--- src/rtl/macro_alu_pkg.sv ---
// Package: shared operation codes and operation classes for the macro ALU.
// Assumes a 5-bit operation code; codes not listed here are illegal.
package macro_alu_pkg;

    localparam int OP_W = 5;

    localparam logic [OP_W-1:0] OPC_ADD  = 5'd0;
    localparam logic [OP_W-1:0] OPC_ADC  = 5'd1;
    localparam logic [OP_W-1:0] OPC_SUB  = 5'd2;
    localparam logic [OP_W-1:0] OPC_SBB  = 5'd3;
    localparam logic [OP_W-1:0] OPC_XOR  = 5'd8;
    localparam logic [OP_W-1:0] OPC_OR   = 5'd9;
    localparam logic [OP_W-1:0] OPC_AND  = 5'd10;
    localparam logic [OP_W-1:0] OPC_ANDN = 5'd11;
    localparam logic [OP_W-1:0] OPC_NAND = 5'd12;

    // Selector inside the logic unit (low three bits of the logic codes)
    typedef enum logic [2:0] {
        LSEL_XOR  = 3'd0,
        LSEL_OR   = 3'd1,
        LSEL_AND  = 3'd2,
        LSEL_ANDN = 3'd3,
        LSEL_NAND = 3'd4
    } logic_sel_e;

    typedef enum logic [1:0] {
        CLS_ARITH = 2'd0,
        CLS_LOGIC = 2'd1,
        CLS_BAD   = 2'd2
    } op_class_e;

endpackage

--- src/rtl/macro_alu_decode.sv ---
// Module: macro_alu_decode
// Turns the sparse 5-bit operation code into a class, add/subtract
// controls and a logic selector. Purely combinational.
// Assumes: any code not named in the package is illegal.
module macro_alu_decode
    import macro_alu_pkg::*;
(
    input  logic [OP_W-1:0] op_code,
    output op_class_e       op_class,
    output logic            is_sub,
    output logic            use_flag,
    output logic_sel_e      lsel
);

    // Map each code to its class and controls
    always_comb begin
        op_class = CLS_BAD;
        is_sub   = 1'b0;
        use_flag = 1'b0;
        lsel     = LSEL_XOR;
        case (op_code)
            OPC_ADD:  op_class = CLS_ARITH;
            OPC_ADC: begin
                op_class = CLS_ARITH;
                use_flag = 1'b1;
            end
            OPC_SUB: begin
                op_class = CLS_ARITH;
                is_sub   = 1'b1;
            end
            OPC_SBB: begin
                op_class = CLS_ARITH;
                is_sub   = 1'b1;
                use_flag = 1'b1;
            end
            OPC_XOR: begin
                op_class = CLS_LOGIC;
                lsel     = LSEL_XOR;
            end
            OPC_OR: begin
                op_class = CLS_LOGIC;
                lsel     = LSEL_OR;
            end
            OPC_AND: begin
                op_class = CLS_LOGIC;
                lsel     = LSEL_AND;
            end
            OPC_ANDN: begin
                op_class = CLS_LOGIC;
                lsel     = LSEL_ANDN;
            end
            OPC_NAND: begin
                op_class = CLS_LOGIC;
                lsel     = LSEL_NAND;
            end
            default: op_class = CLS_BAD;
        endcase
    end

endmodule

--- src/rtl/macro_alu_arith.sv ---
// Module: macro_alu_arith
// One shared adder for add, add-with-carry, subtract and subtract-with-
// borrow. Subtraction inverts B and complements the carry-in. The flag it
// produces is a carry for additions and a borrow for subtractions.
// Assumes: is_sub/use_flag come from the decoder, flag_q from the register.
module macro_alu_arith #(
    parameter int DATA_W = 32
) (
    input  logic [DATA_W-1:0] a,
    input  logic [DATA_W-1:0] b,
    input  logic              is_sub,
    input  logic              use_flag,
    input  logic              flag_q,
    output logic [DATA_W-1:0] sum,
    output logic              flag_next
);

    localparam int SUM_W = DATA_W + 1;

    logic [DATA_W-1:0] b_eff;
    logic              cin;
    logic [SUM_W-1:0]  sum_wide;

    // Operand conditioning: invert B and carry-in for subtraction
    always_comb begin
        b_eff = is_sub ? ~b : b;
        cin   = is_sub ? ~(use_flag & flag_q) : (use_flag & flag_q);
    end

    // Full-width addition with carry out
    always_comb begin
        sum_wide = {1'b0, a} + {1'b0, b_eff} + {{DATA_W{1'b0}}, cin};
    end

    // Carry for add, borrow (inverted carry) for subtract
    always_comb begin
        sum       = sum_wide[DATA_W-1:0];
        flag_next = is_sub ? ~sum_wide[DATA_W] : sum_wide[DATA_W];
    end

endmodule

--- src/rtl/macro_alu_logic.sv ---
// Module: macro_alu_logic
// Bitwise logic unit with one slice per bit, built by a generate loop.
// Assumes: selector values beyond NAND give zero; the decoder never sends them.
module macro_alu_logic
    import macro_alu_pkg::*;
#(
    parameter int DATA_W = 32
) (
    input  logic [DATA_W-1:0] a,
    input  logic [DATA_W-1:0] b,
    input  logic_sel_e        lsel,
    output logic [DATA_W-1:0] y
);

    // Per-bit logic slice
    for (genvar gi = 0; gi < DATA_W; gi++) begin : g_slice
        assign y[gi] = (lsel == LSEL_XOR)  ? (a[gi] ^ b[gi])    :
                       (lsel == LSEL_OR)   ? (a[gi] | b[gi])    :
                       (lsel == LSEL_AND)  ? (a[gi] & b[gi])    :
                       (lsel == LSEL_ANDN) ? (a[gi] & ~b[gi])   :
                       (lsel == LSEL_NAND) ? ~(a[gi] & b[gi])   :
                                             1'b0;
    end

endmodule

--- src/rtl/macro_alu_flag.sv ---
// Module: macro_alu_flag
// The single carry/borrow register that persists between instructions.
// Assumes: synchronous active-low reset; we qualified by the top.
module macro_alu_flag (
    input  logic clk,
    input  logic rst_n,
    input  logic we,
    input  logic d,
    output logic q
);

    // Hold, load or clear the flag on each rising edge
    always_ff @(posedge clk) begin
        if (!rst_n) begin
            q <= 1'b0;
        end else if (we) begin
            q <= d;
        end
    end

endmodule

--- src/rtl/macro_alu.sv ---
// Module: macro_alu (top)
// Combinational 32-bit ALU for the macro core, with a persistent carry/
// borrow flag and an add-immediate path chosen by imm_sel.
// Assumes: the caller extracts the operation code from the instruction;
// result is valid in the same cycle as the inputs; the flag updates on
// the next rising edge.
module macro_alu
    import macro_alu_pkg::*;
#(
    parameter int DATA_W = 32,
    parameter int IMM_W  = 18
) (
    input  logic              clk,
    input  logic              rst_n,
    input  logic [4:0]        op_code,
    input  logic              imm_sel,
    input  logic [DATA_W-1:0] opnd_a,
    input  logic [DATA_W-1:0] opnd_b,
    input  logic [IMM_W-1:0]  imm,
    input  logic              flag_we,
    output logic [DATA_W-1:0] result,
    output logic              op_illegal
);

    localparam int EXT_W = DATA_W - IMM_W;

    op_class_e         dec_class;
    logic              dec_sub;
    logic              dec_use_flag;
    logic_sel_e        dec_lsel;
    logic [DATA_W-1:0] imm_ext;
    logic [DATA_W-1:0] arith_b;
    logic              arith_sub;
    logic              arith_use_flag;
    logic [DATA_W-1:0] arith_sum;
    logic              arith_flag;
    logic [DATA_W-1:0] logic_y;
    logic              carry_we;
    logic              carry_q;

    macro_alu_decode u_decode (
        .op_code  (op_code),
        .op_class (dec_class),
        .is_sub   (dec_sub),
        .use_flag (dec_use_flag),
        .lsel     (dec_lsel)
    );

    // Immediate sign extension and adder operand selection
    always_comb begin
        imm_ext        = {{EXT_W{imm[IMM_W-1]}}, imm};
        arith_b        = imm_sel ? imm_ext : opnd_b;
        arith_sub      = imm_sel ? 1'b0 : dec_sub;
        arith_use_flag = imm_sel ? 1'b0 : dec_use_flag;
    end

    macro_alu_arith #(.DATA_W(DATA_W)) u_arith (
        .a         (opnd_a),
        .b         (arith_b),
        .is_sub    (arith_sub),
        .use_flag  (arith_use_flag),
        .flag_q    (carry_q),
        .sum       (arith_sum),
        .flag_next (arith_flag)
    );

    macro_alu_logic #(.DATA_W(DATA_W)) u_logic (
        .a    (opnd_a),
        .b    (opnd_b),
        .lsel (dec_lsel),
        .y    (logic_y)
    );

    // Flag write qualification: arithmetic codes only, never immediate
    always_comb begin
        carry_we = flag_we && !imm_sel && (dec_class == CLS_ARITH);
    end

    macro_alu_flag u_flag (
        .clk   (clk),
        .rst_n (rst_n),
        .we    (carry_we),
        .d     (arith_flag),
        .q     (carry_q)
    );

    // Output selection and illegal-code report
    always_comb begin
        if (imm_sel) begin
            result     = arith_sum;
            op_illegal = 1'b0;
        end else begin
            case (dec_class)
                CLS_ARITH: result = arith_sum;
                CLS_LOGIC: result = logic_y;
                default:   result = '0;
            endcase
            op_illegal = (dec_class == CLS_BAD);
        end
    end

    // plain add leaves the carry out of the top bit
    a_r1_add_carry: assert property (@(posedge clk) disable iff (!rst_n)
        (flag_we && !imm_sel && op_code == 5'd0) |=>
        (carry_q == (({1'b0, $past(opnd_a)} + {1'b0, $past(opnd_b)}) >
                     {1'b0, {DATA_W{1'b1}}})));

    // plain subtract leaves an unsigned borrow
    a_r2_sub_borrow: assert property (@(posedge clk) disable iff (!rst_n)
        (flag_we && !imm_sel && op_code == 5'd2) |=>
        (carry_q == ($past(opnd_a) < $past(opnd_b))));

    // NAND code matches its definition at the output
    a_r3_nand: assert property (@(posedge clk) disable iff (!rst_n)
        (!imm_sel && op_code == 5'd12) |-> (result == ~(opnd_a & opnd_b)));

    // flag holds when no arithmetic write is allowed
    a_r7_flag_hold: assert property (@(posedge clk) disable iff (!rst_n)
        (!flag_we || imm_sel || op_code > 5'd3) |=> $stable(carry_q));

    // an illegal code always gives a zero result
    a_r5_bad_zero: assert property (@(posedge clk) disable iff (!rst_n)
        op_illegal |-> (result == '0));

    // the immediate path never reports an illegal code
    a_r6_imm_legal: assert property (@(posedge clk) disable iff (!rst_n)
        imm_sel |-> !op_illegal);

    // reset clears the flag on the following cycle
    a_r8_reset_clear: assert property (@(posedge clk)
        !rst_n |=> !carry_q);

endmodule

--- config.mk ---
export PLATFORM = sky130hd
export DESIGN_NAME = macro_alu
export DESIGN_NICKNAME = d
export VERILOG_FILES = /design/src/rtl/macro_alu_pkg.sv /design/src/rtl/macro_alu_decode.sv /design/src/rtl/macro_alu_arith.sv /design/src/rtl/macro_alu_logic.sv /design/src/rtl/macro_alu_flag.sv /design/src/rtl/macro_alu.sv
export SDC_FILE = /design/constraint.sdc
export NUM_CORES = 1
export LEC_CHECK = 0
export ABC_CLOCK_PERIOD_IN_PS = 6100
export BUFFER_PORTS_ARGS = -buffer_cell sky130_fd_sc_hd__buf_2
export CORE_MARGIN = 4
export CORE_UTILIZATION = 45
export CTS_CLUSTER_SIZE = 12
export DETAILED_ROUTE_END_ITERATION = 7
export PLACE_DENSITY_LB_ADDON = 0.3
export SLEW_MARGIN = 20
export SYNTH_ARGS = -nofsm -noshare
export SYNTH_HDL_FRONTEND = slang
export SYNTH_SLANG_ARGS = --single-unit
--- constraint.sdc ---
create_clock -name clk -period 6.1 [get_ports clk]
set_input_delay 0.61 -clock clk [delete_from_list [all_inputs] [get_ports clk]]
set_output_delay 0.61 -clock clk [all_outputs]
set_load 0.03 [all_outputs]
======== Yosys cells after proc, flatten, opt, wreduce, memory -nomap -nowiden ========
Index checks and enable logic that the tools add are counted.
word-level totals
  register bits ........................... 1
  bits of input ports ..................... 91
  output and inout bits ................... 33
operators by class
  add/subtract/negate cells ............... 2
  equal/unequal tests ..................... 14
  multiplexer cells ....................... 173
  bitwise logic cells ..................... 196
  reductions and logical operators ........ 10
operators by type and width
  cell                                                                    number
  1-bit two-way mux                                                       167
  32-bit two-way mux                                                      3
  1-bit inverter                                                          66
  1-bit AND                                                               65
  32-bit case mux with 2 select lines                                     1
  32-bit by 32-bit adder with 33-bit output                               1
  33-bit by 1-bit adder with 33-bit output                                1
  32-bit inverter                                                         1
  1-bit OR                                                                32
  1-bit bitwise XOR                                                       32
  5-bit by 4-bit equality test with 1-bit output (second input constant)  5
  3-bit case mux with 4 select lines                                      1
  5-bit by 2-bit equality test with 1-bit output (second input constant)  2
  3-bit by 2-bit equality test with 1-bit output (second input constant)  2
  5-bit by 1-bit equality test with 1-bit output (second input constant)  1
  5-bit zero test                                                         1
  5-bit OR reduction                                                      1
  2-bit case mux with 2 select lines                                      1
  2-bit OR reduction                                                      2
  4-bit OR reduction                                                      1
  3-bit by 1-bit equality test with 1-bit output (second input constant)  1
  3-bit equality test (second input constant)                             1
  3-bit zero test                                                         1
  2-bit by 1-bit equality test with 1-bit output (second input constant)  1
  4 further kinds                                                         5

======== Logic depth before layout (Yosys ltp) ========
  depth after elaboration ................. 10
  gate-level depth with buffers ........... 16
  gate-level depth less buffers ........... 13

======== Hierarchy ========
Synthesis repeated with hierarchy kept, for this count alone.
unflattened totals
  cell total of the unflattened synthesis .. 820
  area, all modules ....................... 6065.8 um2
by module, submodules not included
  module            instances  cells each  area each (um2)
  macro_alu_logic   1          349         2682.6
  macro_alu_arith   1          288         2058.2
  macro_alu         1          169         1219.9
  macro_alu_decode  1          11          68.8
  macro_alu_flag    1          3           36.3

======== Worst setup path after synthesis ========
Ideal clock, no wire load.
  path kind ............................... input to output
  start ................................... in op_code[1]
  end ..................................... out result[22]
  data arrival time ....................... 4.246 ns
  setup slack ............................. 1.244 ns
  stages on the path ...................... 14
  buffers on the path ..................... 2
  cell sequence ........................... clkbuf_1 -> and2_1 -> buf_2 -> xnor2_1 -> o21ai_0 -> fa_1 -> fa_1 -> a21oi_2 -> o22ai_1 -> o41ai_2 -> o21bai_1 -> a21o_1 -> and4_1 -> nor3_1
between the ends
  longest elaborated chain between the ends .. 10
  elaborated cells between the ends (all ways) .. 39
ends and longest elaborated chain
  what                                                                                               RTL line         RTL
  start: declaration                                                                                 macro_alu.sv:15  input logic [4:0] op_code,
  parallel branches: the longest is 9 deep, another holds 32-bit by 32-bit adder with 33-bit output  --
  32-bit two-way mux (*)                                                                             macro_alu.sv:89  if (imm_sel) begin
  end: declaration                                                                                   macro_alu.sv:21  output logic [DATA_W-1:0] result,
Mark *: on every way between the ends.

======== Worst setup path after layout ========
  start ................................... in op_code[2]
  end ..................................... out result[22]
Same word-level chain as after synthesis.

==> impl_metrics.tcl <==
set metrics [dict create \
    status "complete, no violations" \
    coreArea_um2 11370 \
    finalInstanceArea_um2 5898 \
    crit_required_ps 5490 \
    drc 0 \
    cts_hold_buf 0 \
    io_buffers 123 \
    wl_per_cell_um 16.25 \
    synth_area_um2 5214 \
    finalWirelength_mm 15.68 \
    n_antenna_cell 0 \
    worstPathCellList "buf_2 -> nor3_1 -> and2_1 -> xnor2_1 -> o21ai_0 -> fa_1 -> fa_1 -> a21oi_2 -> o22ai_1 -> o41ai_2 -> o21bai_1 -> a21o_1 -> and4_1 -> nor3_1 -> buf_2" \
    hpwl_mm 12.34 \
    grt_pass1_vias 5370 \
    max_stage_delay_ps 540 \
    layout_common_cells "ha_1, buf_2, inv_1, nand2_1, o21ai_0" \
    drt_iter0_drc 277 \
    clkLatencyLatePin_ps 0 \
    synth.largest_area_cell "ha_1" \
    hp-class "reg -> reg" \
    cts_setup_buffers 0 \
    vias 5665 \
    synth-simple-area-share_pct 13.94 \
    rsz0062_at_grt "false" \
    ir_worst_vdd_mv 0.06489 \
    synth_compound_area_share_pct 31.92 \
    top_register "u_flag.q" \
    yosysWarnings 0 \
    post_synth_fa_ha_maj_area_fraction_pct 31.25 \
    finalSetupViolCount 0 \
    power_mw 0.6595 \
    synth_top_cell_area_share_pct 30.48 \
    synth_seq_cells 1 \
    hold_viol 0 \
    setup-tns-final_ps 0 \
    synth_top_family_by_area "compound AO/OA/AOI/OAI gates" \
    ioPinCount 124 \
    final_nets 1044 \
    critPathKind "in -> out" \
    r2r_start "u_flag.q" \
    antenna_left 0 \
    area_delta_synth_final_pct 13.13 \
    synth_edf_count 0 \
    clk_pin_slew_ps 0 \
    r2r_cells 12 \
    slew_violations 0 \
    cts_resized 0 \
    row_count 39 \
    fillers 1144 \
    synth_xor_area_share_pct 7.727 \
    syn_avg_cell_area_um2 7.084 \
    post-route-util_pct 51.88 \
    antenna_found_initial 0 \
    drive_gt1_share_pct 17.64 \
    final_common_cell "ha_1" \
    power_density_nw_per_um2 111.8 \
    syn-instance-count 736 \
    grt_pass1_wl_mm 25.75 \
    slew_headroom_pct 41.59 \
    synth_nets 956 \
    fp.dieH_um 115.6 \
    grt.overflow.total 0 \
    synthFlopType "dfxtp_1" \
    start_kind "input pin" \
    min_path_cells 2 \
    crit_fanout 7 \
    r2r_setup_slack_ps 2620 \
    grt_util_all_layers_pct 22.77 \
    placed_cell_area_um2 5898 \
    fmax_mhz 200.8 \
    finalWeightedCongestion 0.9443 \
    cp.arrival_ps 4370 \
    reg_top3 "u_flag.q x1" \
    vias_per_cell 5.870 \
    fin_crit_ps 4979 \
    hold_ws_ps 584.6 \
    start_util_pct 45.86 \
    drv_cap 0 \
    skew_ps 0 \
    grt_max_degree 34 \
    firstDrtPassIters 5 \
    ys_top_cells_by_area "ha_1, o22ai_1, mux2i_1, xnor2_1, o21ai_0" \
    yosysSeqAreaShare_pct 0.3840 \
    hold_start "u_flag.q" \
    p_leak_nw 3.060 \
    critPathSlowestCell "o41ai_2" \
    fp.dieArea_um2 13370 \
    timing.rr.end "u_flag.q" \
    largest_reg_flops 1 \
    chipWidth_um 115.6 \
    synthArstFlopShare_pct 0 \
    period_share_pct 81.63 \
    hold_end "u_flag.q" \
    tightest_slew_ps 875.1 \
    ys_types 62 \
    synthMuxAreaShare_pct 5.760 \
    cp-end-kind "output port" \
]
[worst max-delay path: cells and delay by family]
family,cells,cell delay (ps)
AOI/OAI and AO/OA,6,1450
and+or+nand+nor,4,930
adders and majority gates,2,900
buffers and inverters,2,370
xor gates and xnor gates,1,110
[through the flow]
step                      setup WS, ps  instances
after floorplan                   1244        736
after global placement            1233        965
after detailed placement          1115        965
after CTS                         1124        965
after global routing             819.2        965
final                             1121        965
[layout make-up]
cell class / instances / area (µm²) / share of cell area [%]
multi-input cells: 613 / 4731 / 80.21
repair buffers: 132 / 683.2 / 11.58
inverters: 76 / 285.3 / 4.837
well taps: 143 / 178.9 / 3.034
flip-flops and latches: 1 / 20.02 / 0.3394
[Yosys cell counts (2+ instances only)]
cell and number:
nor3_1 10, and2_1 5, o31ai_1 4, o22ai_1 52, o21ai_1 2, buf_2 9
o211ai_1 14, or3b_1 2, o2111ai_1 2, o21ai_0 58, buf_1 2, o21bai_1 7
nor3b_1 4, nand2_1 58, nand3_1 13, nand2b_1 4, o21a_1 6, inv_1 76
and4_1 2, a21oi_2 4, a21o_1 16, xnor2_1 34, a21oi_1 31, fa_1 2
and3_1 3, a221oi_1 8, a211oi_1 23, a31oi_1 7, ha_1 127, xor2_1 12
clkbuf_1 34, a22o_1 3, mux2i_1 30, nand4_1 6, nor2_1 39
[worst max path at each step]
stage,from,end,depth (start not counted)
after floorplan,op_code[1],result[22],14
after global routing,op_code[2],result[22],15
after global placement,op_code[2],result[22],15
final,op_code[2],result[22],15
after detailed placement,op_code[2],result[22],15
after CTS,op_code[2],result[22],15
[metal layers]
| layer | global-route usage, % | up-vias | routed length (µm) |
|---|---|---|---|
| met5 | 0 | - | 0 |
| met4 | 2.552 | 0 | 121 |
| met3 | 1.305 | 16 | 870 |
| met2 | 39.97 | 160 | 7409 |
| met1 | 31.81 | 2658 | 7283 |
| li1 | - | 2831 | - |
[logic make-up (layout without fill, tap and decap cells)]
| logic type | count (synthesis) | after routing |
|---|---|---|
| AO/OA/AOI/OAI | 253 | 253 |
| AND/OR/NAND/NOR | 155 | 155 |
| adder cells (fa/ha/maj) | 129 | 129 |
| buffers and inverters | 122 | 208 |
| flip-flops | 1 | 1 |
| XOR/XNOR | 46 | 46 |
| multiplexers | 30 | 30 |
[power breakdown]
part	switching [mW]	leakage [nW]	internal [mW]	total [mW]
clock	0	0	0	0
sequential	0.0000637	0.00807	0.00680	0.00686
combinational	0.408	3.05	0.245	0.653
total	0.408	3.06	0.251	0.659
No activity file was read; power rests on OpenSTA's default activity.
